==> src/rtl/xbs_pkg.sv <==
package xbs_pkg;
  parameter int XBS_AW = 16;
  parameter int XBS_DW = 8;
  localparam int XBS_HW = XBS_AW - XBS_DW;

  typedef enum logic [1:0] {
    K_FETCH = 2'b00,
    K_DPTR  = 2'b01,
    K_INDIR = 2'b10,
    K_IDLE  = 2'b11
  } kind_e;

  typedef struct packed {
    kind_e              kind;
    logic               wr;
    logic               mute;
    logic [XBS_AW-1:0]  addr;
    logic [XBS_DW-1:0]  wd;
    logic [XBS_HW-1:0]  p2l;
  } cyc_rec_t;

  typedef struct packed {
    logic               ale;
    logic               p0_oe;
    logic [XBS_DW-1:0]  p0;
    logic [XBS_HW-1:0]  p2;
    logic               rd_n;
    logic               wr_n;
  } pins_t;
endpackage

==> src/rtl/xbs_phase_gen.sv <==
module xbs_phase_gen #(
  parameter int CYC_LONG  = 12,
  parameter int CYC_SHORT = 6,
  localparam int PW = $clog2(CYC_LONG + 1)
) (
  input  logic          clk,
  input  logic          rst,
  input  logic          short_mode,
  output logic [PW-1:0] ph,
  output logic          ph_last
);
  logic [PW-1:0] n_m1;

  always_comb begin
    n_m1    = short_mode ? PW'(CYC_SHORT - 1) : PW'(CYC_LONG - 1);
    ph_last = (ph == n_m1);
  end

  always_ff @(posedge clk) begin
    if (rst)          ph <= '0;
    else if (ph_last) ph <= '0;
    else              ph <= ph + 1'b1;
  end


  phase_range_chk: assert property (@(posedge clk) disable iff (rst)
    ph <= n_m1);
endmodule

==> src/rtl/xbs_slot_decode.sv <==
module xbs_slot_decode
  import xbs_pkg::*;
#(
  parameter int CYC_LONG  = 12,
  parameter int CYC_SHORT = 6,
  localparam int PW = $clog2(CYC_LONG + 1)
) (
  input  logic [PW-1:0] ph,
  input  logic          short_mode,
  input  cyc_rec_t      rec,
  output pins_t         pins
);
  logic [PW-1:0]     n_m2, h, a, a2, pos;
  logic              half, is_data;
  logic [XBS_AW-1:0] fa;

  always_comb begin
    h    = short_mode ? PW'(CYC_SHORT / 2)     : PW'(CYC_LONG / 2);
    a    = short_mode ? PW'(CYC_SHORT / 6)     : PW'(CYC_LONG / 6);
    a2   = short_mode ? PW'(2 * (CYC_SHORT / 6)) : PW'(2 * (CYC_LONG / 6));
    n_m2 = short_mode ? PW'(CYC_SHORT - 2)     : PW'(CYC_LONG - 2);
    half = (ph >= h);
    pos  = half ? (ph - h) : ph;
    is_data = (rec.kind == K_DPTR) || (rec.kind == K_INDIR);
    fa   = rec.addr + XBS_AW'(half);

    pins       = '0;
    pins.rd_n  = 1'b1;
    pins.wr_n  = 1'b1;
    pins.p2    = rec.p2l;

    unique case (rec.kind)
      K_FETCH: begin
        pins.ale = !rec.mute && (pos < a);
        if (pos < a2) begin
          pins.p0_oe = 1'b1;
          pins.p0    = fa[XBS_DW-1:0];
        end
        pins.p2 = fa[XBS_AW-1:XBS_DW];
      end
      K_DPTR, K_INDIR: begin
        pins.ale = !half && (pos < a);
        if (ph < a2) begin
          pins.p0_oe = 1'b1;
          pins.p0    = rec.addr[XBS_DW-1:0];
        end else if (rec.wr) begin
          pins.p0_oe = 1'b1;
          pins.p0    = rec.wd;
        end
        if (half && (ph <= n_m2)) begin
          pins.wr_n = !rec.wr;
          pins.rd_n = rec.wr;
        end
        if (rec.kind == K_DPTR) pins.p2 = rec.addr[XBS_AW-1:XBS_DW];
      end
      default: begin
        pins.ale = !rec.mute && (pos < a);
      end
    endcase
    if (!is_data) begin
      pins.rd_n = 1'b1;
      pins.wr_n = 1'b1;
    end
  end
endmodule

==> src/rtl/xbs_rd_capture.sv <==
module xbs_rd_capture
  import xbs_pkg::*;
(
  input  logic              clk,
  input  logic              rst,
  input  logic              rd_n_now,
  input  logic              rd_n_next,
  input  logic [XBS_DW-1:0] p0_in,
  output logic [XBS_DW-1:0] rdata,
  output logic              rdata_valid
);
  always_ff @(posedge clk) begin
    if (rst) begin
      rdata       <= '0;
      rdata_valid <= 1'b0;
    end else begin
      rdata_valid <= !rd_n_now && rd_n_next;
      if (!rd_n_now && rd_n_next) rdata <= p0_in;
    end
  end


  rvalid_src_chk: assert property (@(posedge clk) disable iff (rst)
    rdata_valid |-> ($past(rd_n_now) == 1'b0 && rd_n_now));
endmodule

==> src/rtl/xmem_bus_seq.sv <==
module xmem_bus_seq
  import xbs_pkg::*;
#(
  parameter int CYC_LONG  = 12,
  parameter int CYC_SHORT = 6,
  localparam int PW = $clog2(CYC_LONG + 1)
) (
  input  logic              clk,
  input  logic              rst,
  input  logic              short_mode,
  input  logic              req_valid,
  input  logic [1:0]        req_kind,
  input  logic [XBS_AW-1:0] req_addr,
  input  logic [XBS_DW-1:0] req_wdata,
  input  logic              req_write,
  input  logic              ale_mute,
  input  logic [XBS_HW-1:0] p2_latch,
  input  logic [XBS_DW-1:0] p0_in,
  output logic              ale,
  output logic [XBS_DW-1:0] p0_out,
  output logic              p0_oe,
  output logic [XBS_HW-1:0] p2_out,
  output logic              rd_n,
  output logic              wr_n,
  output logic [XBS_DW-1:0] rdata,
  output logic              rdata_valid,
  output logic              mcyc
);
  logic [PW-1:0] ph;
  logic          ph_last;
  cyc_rec_t      rec_q;
  pins_t         dec, pins_q;
  logic          mcyc_q;
  logic [2:0]    ale_rises;
  logic          ale_rise;

  xbs_phase_gen #(.CYC_LONG(CYC_LONG), .CYC_SHORT(CYC_SHORT)) u_phase (
    .clk(clk), .rst(rst), .short_mode(short_mode), .ph(ph), .ph_last(ph_last)
  );

  // Snapshot of the next machine cycle, taken in its predecessor's last phase.
  always_ff @(posedge clk) begin
    if (rst) begin
      rec_q      <= '0;
      rec_q.kind <= K_IDLE;
      rec_q.p2l  <= '1;
    end else if (ph_last) begin
      rec_q.kind <= req_valid ? kind_e'(req_kind) : K_IDLE;
      rec_q.wr   <= req_write;
      rec_q.mute <= ale_mute;
      rec_q.addr <= req_addr;
      rec_q.wd   <= req_wdata;
      rec_q.p2l  <= p2_latch;
    end
  end

  xbs_slot_decode #(.CYC_LONG(CYC_LONG), .CYC_SHORT(CYC_SHORT)) u_dec (
    .ph(ph), .short_mode(short_mode), .rec(rec_q), .pins(dec)
  );

  always_ff @(posedge clk) begin
    if (rst) begin
      pins_q      <= '0;
      pins_q.p2   <= '1;
      pins_q.rd_n <= 1'b1;
      pins_q.wr_n <= 1'b1;
      mcyc_q      <= 1'b0;
    end else begin
      pins_q <= dec;
      mcyc_q <= (ph == '0);
    end
  end

  xbs_rd_capture u_cap (
    .clk(clk), .rst(rst), .rd_n_now(pins_q.rd_n), .rd_n_next(dec.rd_n),
    .p0_in(p0_in), .rdata(rdata), .rdata_valid(rdata_valid)
  );

  assign ale    = pins_q.ale;
  assign p0_out = pins_q.p0;
  assign p0_oe  = pins_q.p0_oe;
  assign p2_out = pins_q.p2;
  assign rd_n   = pins_q.rd_n;
  assign wr_n   = pins_q.wr_n;
  assign mcyc   = mcyc_q;

  // Rising edges of the latch enable within the current machine cycle.
  assign ale_rise = dec.ale && !pins_q.ale;
  always_ff @(posedge clk) begin
    if (rst)             ale_rises <= '0;
    else if (ph == '0)   ale_rises <= {2'b00, ale_rise};
    else                 ale_rises <= ale_rises + {2'b00, ale_rise};
  end


  ale_twice_chk: assert property (@(posedge clk) disable iff (rst)
    ale_rises <= 3'd2);

  ale_mute_chk: assert property (@(posedge clk) disable iff (rst)
    (ale && rec_q.mute) |-> (rec_q.kind == K_DPTR || rec_q.kind == K_INDIR));

  rw_excl_chk: assert property (@(posedge clk) disable iff (rst)
    !(!rd_n && !wr_n));

  strobe_ale_chk: assert property (@(posedge clk) disable iff (rst)
    ale |-> (rd_n && wr_n));

  rd_float_chk: assert property (@(posedge clk) disable iff (rst)
    !rd_n |-> !p0_oe);

  wr_drive_chk: assert property (@(posedge clk) disable iff (rst)
    !wr_n |-> p0_oe);

  mcyc_gap_chk: assert property (@(posedge clk) disable iff (rst)
    mcyc |=> !mcyc);
endmodule

==> config.mk <==
export PLATFORM = sky130hd
export DESIGN_NAME = xmem_bus_seq
export DESIGN_NICKNAME = d
export VERILOG_FILES = /design/src/rtl/xbs_pkg.sv /design/src/rtl/xbs_phase_gen.sv /design/src/rtl/xbs_slot_decode.sv /design/src/rtl/xbs_rd_capture.sv /design/src/rtl/xmem_bus_seq.sv
export SDC_FILE = /design/constraint.sdc
export NUM_CORES = 1
export LEC_CHECK = 0
export BUFFER_PORTS_ARGS = -buffer_cell sky130_fd_sc_hd__buf_2
export CORE_MARGIN = 2
export CORE_UTILIZATION = 30
export DETAILED_ROUTE_END_ITERATION = 10
export PLACE_DENSITY_LB_ADDON = 0.1
export SYNTH_ARGS = -nofsm -noshare
export SYNTH_HDL_FRONTEND = slang
export SYNTH_SLANG_ARGS = --single-unit
==> constraint.sdc <==
create_clock -name clk -period 3.1 [get_ports clk]
set_input_delay 0.155 -clock clk [delete_from_list [all_inputs] [get_ports clk]]
set_output_delay 0.155 -clock clk [all_outputs]
set_load 0.02 [all_outputs]
* Word level (Yosys, flattened, before mapping)
Cells that the tools add are included.
** Word-level totals
- Register bits :: 70
- Input bits :: 48
- Output and inout port bits :: 30
- Logic and storage cells :: 60
** Cells by class
- Add/sub/neg operators :: 3
- Order comparisons :: 5
- Equal/unequal tests :: 3
- Muxes and demuxes :: 16
- Bitwise logic cells :: 3
- Reduce and logical (&&, ||, !) cells :: 14
** Operators by type and width (number)
- case mux 17 bit (2 select lines) :: 1
- 2-to-1 mux 9 bit :: 3
- adder 16 x 1 -> 16 bit :: 1
- < comparator 4 bit :: 3
- 2-to-1 mux 4 bit :: 3
- 2-to-1 mux 2 bit :: 5
- 2-to-1 mux 8 bit :: 1
- 2-to-1 mux 3 bit :: 2
- adder 4 x 1 -> 4 bit (second input constant) :: 1
- == test 4 bit :: 1
- greater-or-equal comparator 4 bit :: 1
- less-or-equal comparator 4 bit :: 1
- logical AND 1 bit :: 4
- logical NOT 1 bit :: 4
- logical NOT 4 bit :: 1
- OR reduction 2 bit :: 2
- OR reduction 4 bit :: 1
- subtractor 4 bit :: 1
- inverter 1 bit :: 3
- == test 2 x 1 -> 1 bit (second input constant) :: 1
- == test 2 bit (second input constant) :: 1
- logical NOT 2 bit :: 1
- logical OR 1 bit :: 1
- 2-to-1 mux 1 bit :: 1

* Depth between registers and ports, before layout
Gate-level depths: netlist (run 1).
- Depth in word-level cells :: 7
- Mapped depth :: 14
- Gate-level depth less buffers :: 14

* Modules after synthesis
A second synthesis (run 1) with hierarchy kept.
** Second synthesis, totals
- Cell total of the unflattened synthesis :: 400
- Area, all modules :: 3627.2 µm²
** By module, submodules not included
- xmem_bus_seq :: times used 1, cells each 164, area each 1900.6 µm², sequential area each 1141.1 µm²
- xbs_slot_decode :: times used 1, cells each 185, area each 1171.1 µm², sequential area each 0.0 µm²
- xbs_rd_capture :: times used 1, cells each 36, area each 382.9 µm², sequential area each 180.2 µm²
- xbs_phase_gen :: times used 1, cells each 15, area each 172.7 µm², sequential area each 80.1 µm²

* Worst setup path after synthesis (run 1)
Ideal clock, no wire load.
- Path type :: register to register
- Start point :: register u_phase.ph[0]
- End point :: register pins_q (netlist bit p2_out[0])
- Library setup time :: 0.123 ns
- Data arrival time :: 2.302 ns
- Data required time :: 2.977 ns
- Slack :: 0.675 ns
- Cell stages (with the launch flop) :: 14
- Path buffers :: 0
- Period minus slack after synthesis :: 2.425 ns
- Path through :: dfxtp_1 > inv_1 > ha_1 > inv_1 > ha_1 > a21oi_2 > o21ai_2 > ha_1 > ha_1 > nand3_1 > nor3_1 > xor2_1 > a221oi_1 > nor2_1
** On the way
- Longest elaborated chain between the ends :: 3
** RTL lines
- start, declared :: line xbs_phase_gen.sv:9 : output logic [PW-1:0] ph,
- start signal, assigned :: line xbs_phase_gen.sv:22 : else ph <= ph + 1'b1;
- greater-or-equal comparator 4 bit :: line xbs_slot_decode.sv:22 : half = (ph >= h);
- adder 16 x 1 -> 16 bit :: line xbs_slot_decode.sv:25 : fa = rec.addr + XBS_AW'(half);
- case mux 17 bit (2 select lines) :: line xbs_slot_decode.sv:32 : unique case (rec.kind)
- end, declared :: line xmem_bus_seq.sv:32 : pins_t dec, pins_q;
No other way between the ends.
A chain may end at the register's enable or synchronous reset.

* Final worst setup path (run 1)
- Start point :: register u_phase.ph[0]
- End point :: register pins_q (netlist bit p2_out[5])
The elaborated chain is that of the path after synthesis.

==> summary.txt, run 1 <==
Layout
  • Nets: ~540
  • Final core utilization: between 30% and 40%
  • Multi-input gate area: 1780 µm²
  • Fraction of final layout cells with drive strength greater than 1: a little under a quarter
  • Post-route cell area: 4120 µm²
  • Area added between synthesis and finish: 23.7%
  • Fill cell count: 1178
  • N_diodes: 0
  • Storage cell area: ~1400 µm²

Floorplan
  • Starting density of the core: 30.7%
  • Die Ht: about 110 µm
  • I/O pin count: 78
  • Die area: 12000 µm²
  • Row cnt: 38
  • Die Wd: 109 µm
  • Core Box Area: 10800 µm²

Critical path
  • R2R depth: 12
  • CP Launch Point: u_phase.ph[0]$_SDFF_PP0_
  • CP Capture Type: flop
  • CP arrival: between 2 and 3 ns
  • Max Fanout on Critical Path: 6
  • Reg2reg start: u_phase.ph[0]$_SDFF_PP0_
  • RR Endpoint: p2_out[5]$_SDFF_PP1_
  • Worst path cell trace: inv_1 > ha_1 > inv_1 > ha_1 > a21oi_2 > o21ai_2 > ha_1 > nand4_1 > nor4_1 > xor2_1 > a221oi_1 > nor2_1
  • CP Depth: 12
  • R2r setup slk: 0.35 ns
  • Setup crit end: p2_out[5]$_SDFF_PP1_
  • Crit path kind: reg -> reg
  • CP bufs+invs: 2
  • Top delay family on crit path: adder cells
  • Most used cell along the critical path: ha_1
  • Crit-path slowest cell: dfxtp_1
  • CP Launch Type: flop
  • Req. time, crit path: about 3.3 ns
  • Largest stage delay on the critical path: 0.42 ns

Drt
  • DR iter-0 viols: 87
  • Routed WL: 8.86 mm
  • Vias per cell: 4.86
  • First drt pass iteration count: 5
  • Residual DRC: 0
  • Wire length per cell: 14.3 µm
  • DR vias: 3008
  • Post-DRT Antenna Nets: 0

Placement
  • Post-DP Area: around 3800 µm²
  • PortBufs: 77
  • Detailed Place HPWL: approximately 6.6 mm
  • Routability cong.: 0.799

Clocking
  • Clock buffer count from CTS: 9
  • Clock slew seen by the registers of the worst setup and hold paths: around 0.080 ns
  • Worst-Skew Late Latency: 0.34 ns
  • CTS tree: built
  • Max Root-Sink Buffers: 2
  • Setup bufs post-CTS: 0
  • H-tree depth: 3
  • Clock Tree Root: clkbuf_8
  • Post-CTS Hold Fix Bufs: 0
  • Clock tree sinks: 70
  • PostCTS Resize Cnt: 0

Pwr
  • Power per cell area: approximately 520 nW/µm²
  • Clock power share: 46.4%
  • Int Pwr: 1.67 mW
  • Peak supply drop: 0.258 mV
  • Power share of the combinational group: about a tenth
  • Leakage: 1.66 nW
  • Sw frac: between 20% and 30%
  • Reg power frac: 43.9%
  • Switching Power: 484 µW

STA
  • Tmin final: 2.75 ns
  • FMAX: 364 MHz
  • Setup TNS: 0 ns
  • Setup Skew: between 0.009 and 0.01 ns
  • Period utilization: 88.7%
  • RSZ-0062 raised after global routing: false
  • Least-Margin Pin Slew: 0.542 ns
  • Worst slew margin relative to its limit: 63.9%
  • Slew Limit Fails: 0
  • Final Hold Viols: 0
  • Final setup viols: 0

Outcome
  • Outcome: finished, final reports clean

Synth
  • Syn Std Cell Area: approximately 3300 µm²
  • Post-Synthesis Cells: 400
  • Unique masters post-synth: 46
  • Yosys reg bits: 70
  • Post-synth EDFFs: 0
  • Yosys warnings: 0
  • Syn Area/Cell: around 8.3 µm²
  • Share of the yosys chip area belonging to registers: between 40% and 50%
  • Async SR Flop Fraction: 0%
  • Syn_nets: roughly 470
  • Ys flop type: dfxtp_1

Global routing
  • Gr usage total: 15.6%
  • Total congestion overflow: 0
  • Global-route wire length before repair: 14.4 mm
  • Initial antenna violation count: 0
  • Number of global-route vias before repair: roughly 3000
  • Largest net degree at the start of global routing: 37

Flow run
  • Max cap viols: 0

Min path
  • Worst min-delay path class: in -> reg
-- logic make-up (layout without fill, tap and decap cells) --
kind of cell	count (synthesis)	count (layout)	share of synthesized area [%]
flops	70	70	42.1
mux	13	13	4.02
buf+inv	35	114	4.66
xor+xnor	18	18	4.73
compound gates	79	79	15.2
fa+ha+maj	17	17	6.39
simple gates	168	168	23.0
-- layout by cell type, fill, tap and decap left out, types with 2 or more instances in the layout --
cell type	instances
mux2i_1	10
mux2_2	3
nand3b_1	11
buf_4	6
nand3_1	22
ha_1	17
nand4_1	4
nor4b_1	2
a32oi_1	3
o21ai_2	2
a211oi_1	2
o21ai_0	6
a221oi_1	7
buf_2	77
and3_1	3
dfxtp_1	70
nand2_1	84
nor3_1	5
nand2b_1	2
bufinv_16	4
xor2_1	10
nor2_2	2
a21oi_1	39
nor2_1	25
nor2b_1	2
a21o_1	9
nor4_1	2
clkbuf_8	11
xnor2_1	8
inv_1	14
-- stage by stage --
stage               power, mW  setup WS (ns)  std cells  hold slack, ns
detailed placement       1.18          0.373        603           0.377
floorplan                1.10          0.675        400           0.279
finish                   2.15          0.350        619          0.0284
global route             2.26        0.00979        619          0.0230
global placement         1.18          0.413        603           0.369
CTS                      2.19          0.348        619          0.0138
-- power groups by stage --
stage | sequential, mW | combinational (mW) | clock, mW
3_5_place_dp | 0.966 | 0.211 | 0
3_3_place_gp | 0.967 | 0.211 | 0
4_1_cts | 0.945 | 0.212 | 1.03
2_1_floorplan | 0.969 | 0.130 | 0
5_1_grt | 0.949 | 0.236 | 1.07
6_report | 0.946 | 0.209 | 0.999
-- worst min path at each step --
stage	from	end	slack (ns)	cells after the start
after floorplan	p2_latch[0]	rec_q[0]$_SDFFE_PP1P_	0.28	2
after global placement	p2_latch[4]	rec_q[4]$_SDFFE_PP1P_	0.37	3
after detailed placement	p2_latch[6]	rec_q[6]$_SDFFE_PP1P_	0.38	3
after CTS	p2_latch[6]	rec_q[6]$_SDFFE_PP1P_	0.01	3
after global routing	p2_latch[7]	rec_q[7]$_SDFFE_PP1P_	0.02	3
final	p2_latch[6]	rec_q[6]$_SDFFE_PP1P_	0.03	3
-- cell usage after synthesis (all sizes together) (8+ instances only) --
cell     n  share of area [%]
dfxtp   70                 42
a221oi   8                2.3
nand2   84                9.5
nor2    27                3.1
o21ai    9                1.6
inv     14                1.6
a21o     9                2.0
xor2    10                2.6
a21oi   40                6.1
clkbuf  13                1.5
mux2i   10                3.0
xnor2    8                2.1
ha      17                6.4
nand3   22                3.3
nand3b  11                2.5
-- final cells by class --
class	instances	area share, %
multi-input combinational	295	43.1
clock buffer	11	3.67
clock inverter	5	3.13
timing repair buffer	83	10.4
sequential	70	34.0
inverter	15	1.37
tap	140	4.25
-- registers in the layout, summed over array words and instances (netlist names) --
signal,count
u_phase.ph,4
ale,1
p0_out,8
wr_n,1
p0_oe,1
p2_out,8
u_cap.rdata_valid,1
u_cap.rdata,8
rd_n,1
mcyc,1
rec_q,36
-- routing by layer --
layer | GRT usage [%] | routed length [µm] | part of all wire, % | vias up
met5 | 0 | 0 | 0 | -
met4 | 6.15 | 120 | 1.4 | 0
met3 | 3.73 | 409 | 4.6 | 11
met2 | 26.1 | 4270 | 48 | 63
met1 | 19.2 | 4060 | 46 | 1412
li1 | - | - | - | 1522
-- worst register-to-register path, stage by stage (launching register included) --
cell      delay [ns]
dfxtp_1         0.42
inv_1           0.13
ha_1            0.21
inv_1           0.06
ha_1            0.24
a21oi_2         0.07
o21ai_2         0.25
ha_1            0.24
nand4_1         0.20
nor4_1          0.38
xor2_1          0.11
a221oi_1        0.28
nor2_1          0.07
(Power assumes the default switching activity.)
==> inputs of run 2 (changes only) <==
--- a/config.mk
+++ b/config.mk
@@ -5,6 +5,7 @@
 export SDC_FILE = /design/constraint.sdc
 export NUM_CORES = 1
 export LEC_CHECK = 0
+export ABC_AREA = 1
 export BUFFER_PORTS_ARGS = -buffer_cell sky130_fd_sc_hd__buf_2
 export CORE_MARGIN = 2
 export CORE_UTILIZATION = 30
==> summary.txt, run 2 <==
Outcome
  • Outcome: finished, final reports clean (unchanged)

Flow run
  • Max cap viols: 0 (unchanged)

Clocking
  • Clock Tree Root: clkbuf_16 (was clkbuf_8)
  • H-tree depth: 3 (unchanged)
  • Clock slew seen by the registers of the worst setup and hold paths: 0.06 ns (was 0.08 ns)
  • CTS tree: built (unchanged)
  • Worst-Skew Late Latency: 0.33 ns (was 0.34 ns)
  • Setup bufs post-CTS: 0 (unchanged)
  • Post-CTS Hold Fix Bufs: 0 (unchanged)
  • Clock buffer count from CTS: 9 (unchanged)
  • Clock tree sinks: 70 (unchanged)
  • PostCTS Resize Cnt: 0 (unchanged)
  • Max Root-Sink Buffers: 2 (unchanged)

Layout
  • Max FFs per register: 36 (unchanged)
  • Final core utilization: 37.2% (was 38.0%)
  • Reg with most FFs: rec_q (unchanged)
  • Post-route cell area: 4220 µm² (was 4120 µm²)
  • Area added between synthesis and finish: 22.2% (was 23.7%)
  • Fraction of final layout cells with drive strength greater than 1: 19.1% (was 22.8%)
  • N_diodes: 0 (unchanged)
  • Most frequent cells in the layout: nand2_1, buf_2, dfxtp_1, nor2_1, inv_1 (was nand2_1, buf_2, dfxtp_1, a21oi_1, nor2_1)
  • Commonest non-fill, non-tap cell in the layout: nand2_1 (unchanged)
  • Finished Layout Cells: 704 (was 619)
  • Nets: 621 (was 539)

STA
  • Setup WS post-layout: 0.492 ns (was 0.350 ns)
  • RSZ-0062 raised after global routing: false (unchanged)
  • Worst slew margin relative to its limit: 56.2% (was 63.9%)
  • Setup Skew: 0.00492 ns (was 0.00916 ns)
  • Period utilization: 84.1% (was 88.7%)
  • Slew Limit Fails: 0 (unchanged)
  • Tmin final: 2.61 ns (was 2.75 ns)
  • Setup TNS: 0 ns (unchanged)
  • Final setup viols: 0 (unchanged)
  • FMAX: 384 MHz (was 364 MHz)
  • Final Hold Viols: 0 (unchanged)
  • Least-Margin Pin Slew: 0.655 ns (was 0.542 ns)

Pwr
  • Peak supply drop: 0.283 mV (was 0.258 mV)
  • Power share of the combinational group: 13.4% (was 9.7%)
  • Int Pwr: 1.61 mW (was 1.67 mW)
  • Switching Power: 605 µW (was 484 µW)
  • Power per cell area: 525 nW/µm² (was 523 nW/µm²)
  • Clock power share: 42.7% (was 46.4%)
  • Leakage: 1.92 nW (was 1.66 nW)
  • Reg power frac: 43.9% (about the same)
  • Sw frac: 27.4% (was 22.5%)

Drt
  • Vias per cell: 4.75 (was 4.86)
  • DR vias: 3347 (was 3008)
  • Post-DRT Antenna Nets: 0 (unchanged)
  • Residual DRC: 0 (unchanged)
  • DR iter-0 viols: 103 (was 87)
  • Wire length per cell: 13.1 µm (was 14.3 µm)
  • First drt pass iteration count: 5 (unchanged)
  • Routed WL: 9.24 mm (was 8.86 mm)

Synth
  • Top post-synthesis cells by count: nand2_1, dfxtp_1, nor2_1, inv_1, nand3_1 (was nand2_1, dfxtp_1, a21oi_1, nor2_1, nand3_1)
  • Syn Std Cell Area: 3450 µm² (was 3330 µm²)
  • Yosys reg bits: 70 (unchanged)
  • Unique masters post-synth: 30 (was 46)
  • Top cells by area, synth: dfxtp_1, nand2_1, nand3_1, nor2_1, a21oi_1 (was dfxtp_1, nand2_1, ha_1, a21oi_1, nand3_1)
  • Share of the yosys chip area belonging to registers: 40.6% (was 42.1%)
  • Post-Synthesis Cells: 482 (was 400)
  • Cell with the most instances after synthesis: nand2_1 (unchanged)
  • Post-synth top area cell: dfxtp_1 (unchanged)
  • Async SR Flop Fraction: 0% (unchanged)
  • Synth top area share: 40.6% (was 42.1%)
  • Syn Area/Cell: 7.16 µm² (was 8.33 µm²)
  • Syn_nets: 547 (was 465)
  • Post-synth EDFFs: 0 (unchanged)
  • Yosys warnings: 0 (unchanged)
  • Ys flop type: dfxtp_1 (unchanged)

Placement
  • Pre-CTS WS: 0.503 ns (was 0.373 ns)
  • Detailed Place HPWL: 6.68 mm (was 6.56 mm)
  • Routability cong.: 0.803 (was 0.799)
  • Cells after DPL: 688 (was 603)
  • Post-DP Area: 3950 µm² (was 3840 µm²)
  • PortBufs: 77 (unchanged)

Critical path
  • CP Capture Type: flop (unchanged)
  • CP arrival: 2.83 ns (was 2.98 ns)
  • CP Launch Type: flop (unchanged)
  • Max Fanout on Critical Path: 6 (unchanged)
  • Req. time, crit path: 3.33 ns (about the same)
  • Crit path kind: reg -> reg (unchanged)

Floorplan
  • Core Box Area: 11300 µm² (was 10800 µm²)
  • Row cnt: 39 (was 38)
  • Die Ht: 111 µm (was 109 µm)
  • I/O pin count: 78 (unchanged)
  • Die area: 12400 µm² (was 12000 µm²)
  • Starting density of the core: 30.5% (was 30.7%)
  • Die Wd: 111 µm (was 109 µm)

Global routing
  • Global-route wire length before repair: 15.6 mm (was 14.4 mm)
  • Largest net degree at the start of global routing: 52 (was 37)
  • Gr usage total: 15.7% (was 15.6%)
  • Initial antenna violation count: 0 (unchanged)
  • Total congestion overflow: 0 (unchanged)
  • Number of global-route vias before repair: 3403 (was 3013)

Min path
  • Worst min-delay path class: in -> reg (unchanged)
## run 2: worst paths after layout
kind	depth (start not counted)	endpoint	slack, ns	start
worst max-delay path	15	p2_out[4]$_SDFF_PP1_	0.49	u_phase.ph[0]$_SDFF_PP0_
worst min-delay path	3	rec_q[6]$_SDFFE_PP1P_	0.02	p2_latch[6]
worst max register to register	15	p2_out[4]$_SDFF_PP1_	0.49	u_phase.ph[0]$_SDFF_PP0_
worst min register to register	1	wr_n$_SDFF_PP1_	0.42	rec_q[33]$_SDFFE_PP0P_
## run 2: power by group through the flow
stage	sequential [mW]	clock (mW)	combinational, mW
after floorplan	1.00	0	0.190
after global placement	0.991	0	0.297
after detailed placement	0.991	0	0.299
after CTS	0.971	0.978	0.301
after global routing	0.977	1.00	0.342
final	0.971	0.944	0.297
## run 2: metal layers
metal  wire [µm]  global-route usage [%]  vias to the layer above
li1            -                       -                     1728
met2        4340                    25.5                       81
met1        4300                    19.5                     1525
met5           0                       0                        -
met3         429                    4.21                       13
met4         171                    6.67                        0
## run 2: logic make-up (layout without fill, tap and decap cells)
logic type | Yosys count | count (layout) | synth area share, %
adder cells (fa/ha/maj) | 17 | 17 | 6.16
AO/OA/AOI/OAI | 103 | 103 | 16.4
AND/OR/NAND/NOR | 211 | 211 | 26.1
XOR/XNOR | 7 | 7 | 1.78
buffers and inverters | 74 | 153 | 8.92
flip-flops | 70 | 70 | 40.6
## run 2: stage by stage
| step | total power, mW | hold WS [ns] |
|---|---|---|
| after floorplan | 1.19 | 0.268 |
| after global placement | 1.29 | 0.357 |
| after detailed placement | 1.29 | 0.365 |
| after CTS | 2.25 | 0.00944 |
| after global routing | 2.32 | 0.0306 |
| final | 2.21 | 0.0235 |
## run 2: worst max-delay path: stages (launching register included)
cell	delay, ns
dfxtp_1	0.40
inv_1	0.12
ha_1	0.19
inv_1	0.07
ha_1	0.19
nand2_1	0.09
nand3_1	0.22
ha_1	0.22
ha_1	0.19
nand3_1	0.08
nor2_1	0.22
nand2_1	0.13
o21ai_0	0.17
o21ai_0	0.09
nand2_1	0.06
nand2_1	0.05
## run 2: layout make-up
type / instances / area [µm²]
clock buffers: 12 / 246
clock inverters: 4 / 22.5
fillers: 1266 / 7100
inverters: 56 / 210
multi-input cells: 338 / 1740
flip-flops and latches: 70 / 1400
well taps: 143 / 179
repair buffers: 81 / 415
==> inputs of run 3 (changes only) <==
==> constraint.sdc (replaced) <==
create_clock -name clk -period 2.2 [get_ports clk]
set_input_delay 0.11 -clock clk [delete_from_list [all_inputs] [get_ports clk]]
set_output_delay 0.11 -clock clk [all_outputs]
set_load 0.02 [all_outputs]
==> summary.txt, run 3 (synthesis results as in run 2) <==
Global routing
  • Met1 Track Usage GR: 18.8% (was 19.5%)
  • GR Layer Usage met2: 27.6% (was 25.5%)
  • Global-route wire length before repair: 15.8 mm (was 15.6 mm)
  • Total congestion overflow: 0 (unchanged)
  • Largest net degree at the start of global routing: 32 (was 52)
  • Number of global-route vias before repair: 3424 (was 3403)
  • Gr usage total: 16.0% (was 15.7%)
  • Initial antenna violation count: 0 (unchanged)
  • Most used routing layer: met2 (unchanged)
  • GR Layer Usage met3: 4.37% (was 4.21%)

Clocking
  • Clock buffer count from CTS: 9 (unchanged)
  • Max Root-Sink Buffers: 2 (unchanged)
  • Worst-Skew Late Latency: 0.34 ns (was 0.33 ns)
  • CTS tree: built (unchanged)
  • Clock Tree Root: clkbuf_16 (unchanged)
  • H-tree depth: 3 (unchanged)
  • Clock slew seen by the registers of the worst setup and hold paths: 0.06 ns (about the same)
  • Clock tree sinks: 70 (unchanged)

STA
  • Final Hold Viols: 0 (unchanged)
  • Least-Margin Pin Slew: 0.580 ns (was 0.655 ns)
  • Final setup viols: 3 (was 0)
  • Hold WS: 0.0205 ns (was 0.0235 ns)
  • Period utilization: 101% (was 84.1%)
  • FMAX: 448 MHz (was 384 MHz)
  • Tmin final: 2.23 ns (was 2.61 ns)
  • Worst slew margin relative to its limit: 61.2% (was 56.2%)
  • Setup TNS: -0.0547 ns (was 0 ns)
  • Setup Skew: 0.00477 ns (was 0.00492 ns)
  • Slew Limit Fails: 0 (unchanged)
  • Setup WS post-layout: -0.0321 ns (was 0.492 ns)
  • RSZ-0062 raised after global routing: true (was false)

Placement
  • PortBufs: 77 (unchanged)
  • Cells after DPL: 700 (was 688)
  • Routability cong.: 0.821 (was 0.803)
  • Post-DP Area: 4070 µm² (was 3950 µm²)
  • Detailed Place HPWL: 6.90 mm (was 6.68 mm)
  • Pre-CTS WS: -0.0360 ns (was 0.503 ns)

Layout
  • Fraction of final layout cells with drive strength greater than 1: 25.2% (was 19.1%)
  • Area added between synthesis and finish: 33.5% (was 22.2%)
  • Commonest non-fill, non-tap cell in the layout: nand2_1 (unchanged)
  • N_diodes: 0 (unchanged)
  • Fill cell count: 1234 (was 1266)
  • Post-route cell area: 4610 µm² (was 4220 µm²)
  • Most frequent cells in the layout: nand2_1, buf_2, dfxtp_1, nor2_1, inv_1 (unchanged)
  • Storage cell area: 1410 µm² (was 1400 µm²)
  • Nets: 647 (was 621)
  • Reg with most FFs: rec_q (unchanged)
  • Finished Layout Cells: 730 (was 704)
  • Final core utilization: 40.7% (was 37.2%)
  • Multi-input gate area: 1860 µm² (was 1740 µm²)
  • Max FFs per register: 36 (unchanged)

Flow run
  • Max cap viols: 0 (unchanged)

Floorplan
  • I/O pin count: 78 (unchanged)
  • Die Wd: 111 µm (unchanged)
  • Core Box Area: 11300 µm² (unchanged)
  • Die area: 12400 µm² (unchanged)
  • Die Ht: 111 µm (unchanged)
  • Row cnt: 39 (unchanged)
  • Starting density of the core: 30.5% (unchanged)

Drt
  • First drt pass iteration count: 4 (was 5)
  • Post-DRT Antenna Nets: 0 (unchanged)
  • Routed WL: 9.64 mm (was 9.24 mm)
  • Vias per cell: 4.70 (was 4.75)
  • DR iter-0 viols: 107 (was 103)
  • DR vias: 3430 (was 3347)
  • Residual DRC: 0 (unchanged)
  • Wire length per cell: 13.2 µm (was 13.1 µm)

Critical path
  • Req. time, crit path: 2.46 ns (was 3.33 ns)
  • CP Capture Type: flop (unchanged)
  • Largest stage delay on the critical path: 0.32 ns (was 0.40 ns)
  • Crit path kind: reg -> reg (unchanged)
  • Max Fanout on Critical Path: 5 (was 6)
  • Crit-path slowest cell: dfxtp_2 (was dfxtp_1)
  • CP Launch Type: flop (unchanged)
  • Worst path cell trace: inv_2 > ha_4 > inv_4 > ha_4 > nand2_4 > nand3_4 > o21ai_2 > inv_1 > ha_1 > inv_1 > nor2_1 > nor3b_2 > buf_4 > nand3_1 > a21oi_1 (was inv_1 > ha_1 > inv_1 > ha_1 > nand2_1 > nand3_1 > ha_1 > ha_1 > nand3_1 > nor2_1 > nand2_1 > o21ai_0 > o21ai_0 > nand2_1 > nand2_1)
  • CP arrival: 2.49 ns (was 2.83 ns)

Pwr
  • Total power: 3.44 mW (was 2.21 mW)
  • Peak supply drop: 0.370 mV (was 0.283 mV)
  • Power per cell area: 746 nW/µm² (was 525 nW/µm²)
  • Leakage: 2.08 nW (was 1.92 nW)

Outcome
  • Outcome: finished, violations left (was finished, final reports clean)
  • Violated checks: negative setup slack

Min path
  • Worst min-delay path class: in -> reg (unchanged)
-- run 3: cell count changes in the layout (fill, tap and decap cells not counted), sizes merged --
cell	delta
bufinv	+2
dlygate4sd3	+8
clkinv	-1
inv	-1
clkinvlp	+1
buf	+17
-- run 3: repair_timing --
action / in CTS / in global routing
endpoints found under the setup margin: 3 / 19
resized for setup: 5 / 22
gates cloned: 1 / 1
hold buffers: 8 / 0
hold endpoints to repair: 8 / 0
buffers inserted: 0 / 4
pin swaps: 7 / 10
-- run 3: final cells by class --
type                       count  area share (%)
clock inverter                 4            1.52
multi-input combinational    338            40.3
tap                          143            3.88
sequential                    70            30.5
timing repair buffer         106            13.5
inverter                      56            4.70
timing repair inverter         1           0.163
clock buffer                  12            5.35
-- run 3: worst paths after layout --
| check | cells after the start | end | start | slack, ns |
|---|---|---|---|---|
| setup / recovery | 15 | p0_out[4]$_SDFF_PP0_ | u_phase.ph[0]$_SDFF_PP0_ | -0.03 |
| hold / removal | 3 | rec_q[35]$_SDFFE_PP1P_ | req_kind[1] | 0.02 |
| setup reg to reg | 15 | p0_out[4]$_SDFF_PP0_ | u_phase.ph[0]$_SDFF_PP0_ | -0.03 |
| hold reg to reg | 1 | wr_n$_SDFF_PP1_ | rec_q[33]$_SDFFE_PP0P_ | 0.43 |
-- run 3: where the power goes --
part | total, mW | switching, mW | leakage [nW] | internal (mW)
Sequential | 1.37 | 0.0424 | 0.569 | 1.33
Clock | 1.57 | 0.545 | 0.157 | 1.02
Combinational | 0.505 | 0.298 | 1.35 | 0.207
-- run 3: metal layers --
| metal | up-vias | share of wire [%] |
|---|---|---|
| li1 | 1782 | - |
| met1 | 1572 | 44 |
| met2 | 62 | 50 |
| met3 | 14 | 4.3 |
| met4 | 0 | 1.7 |
| met5 | - | 0 |
-- run 3: worst max-delay path: cells and delay by family, from the launching register on --
family,cells,cell delay [ns]
fa+ha+maj,3,0.56
simple gates,5,0.56
buf+inv,5,0.41
flops,1,0.32
compound gates,2,0.31
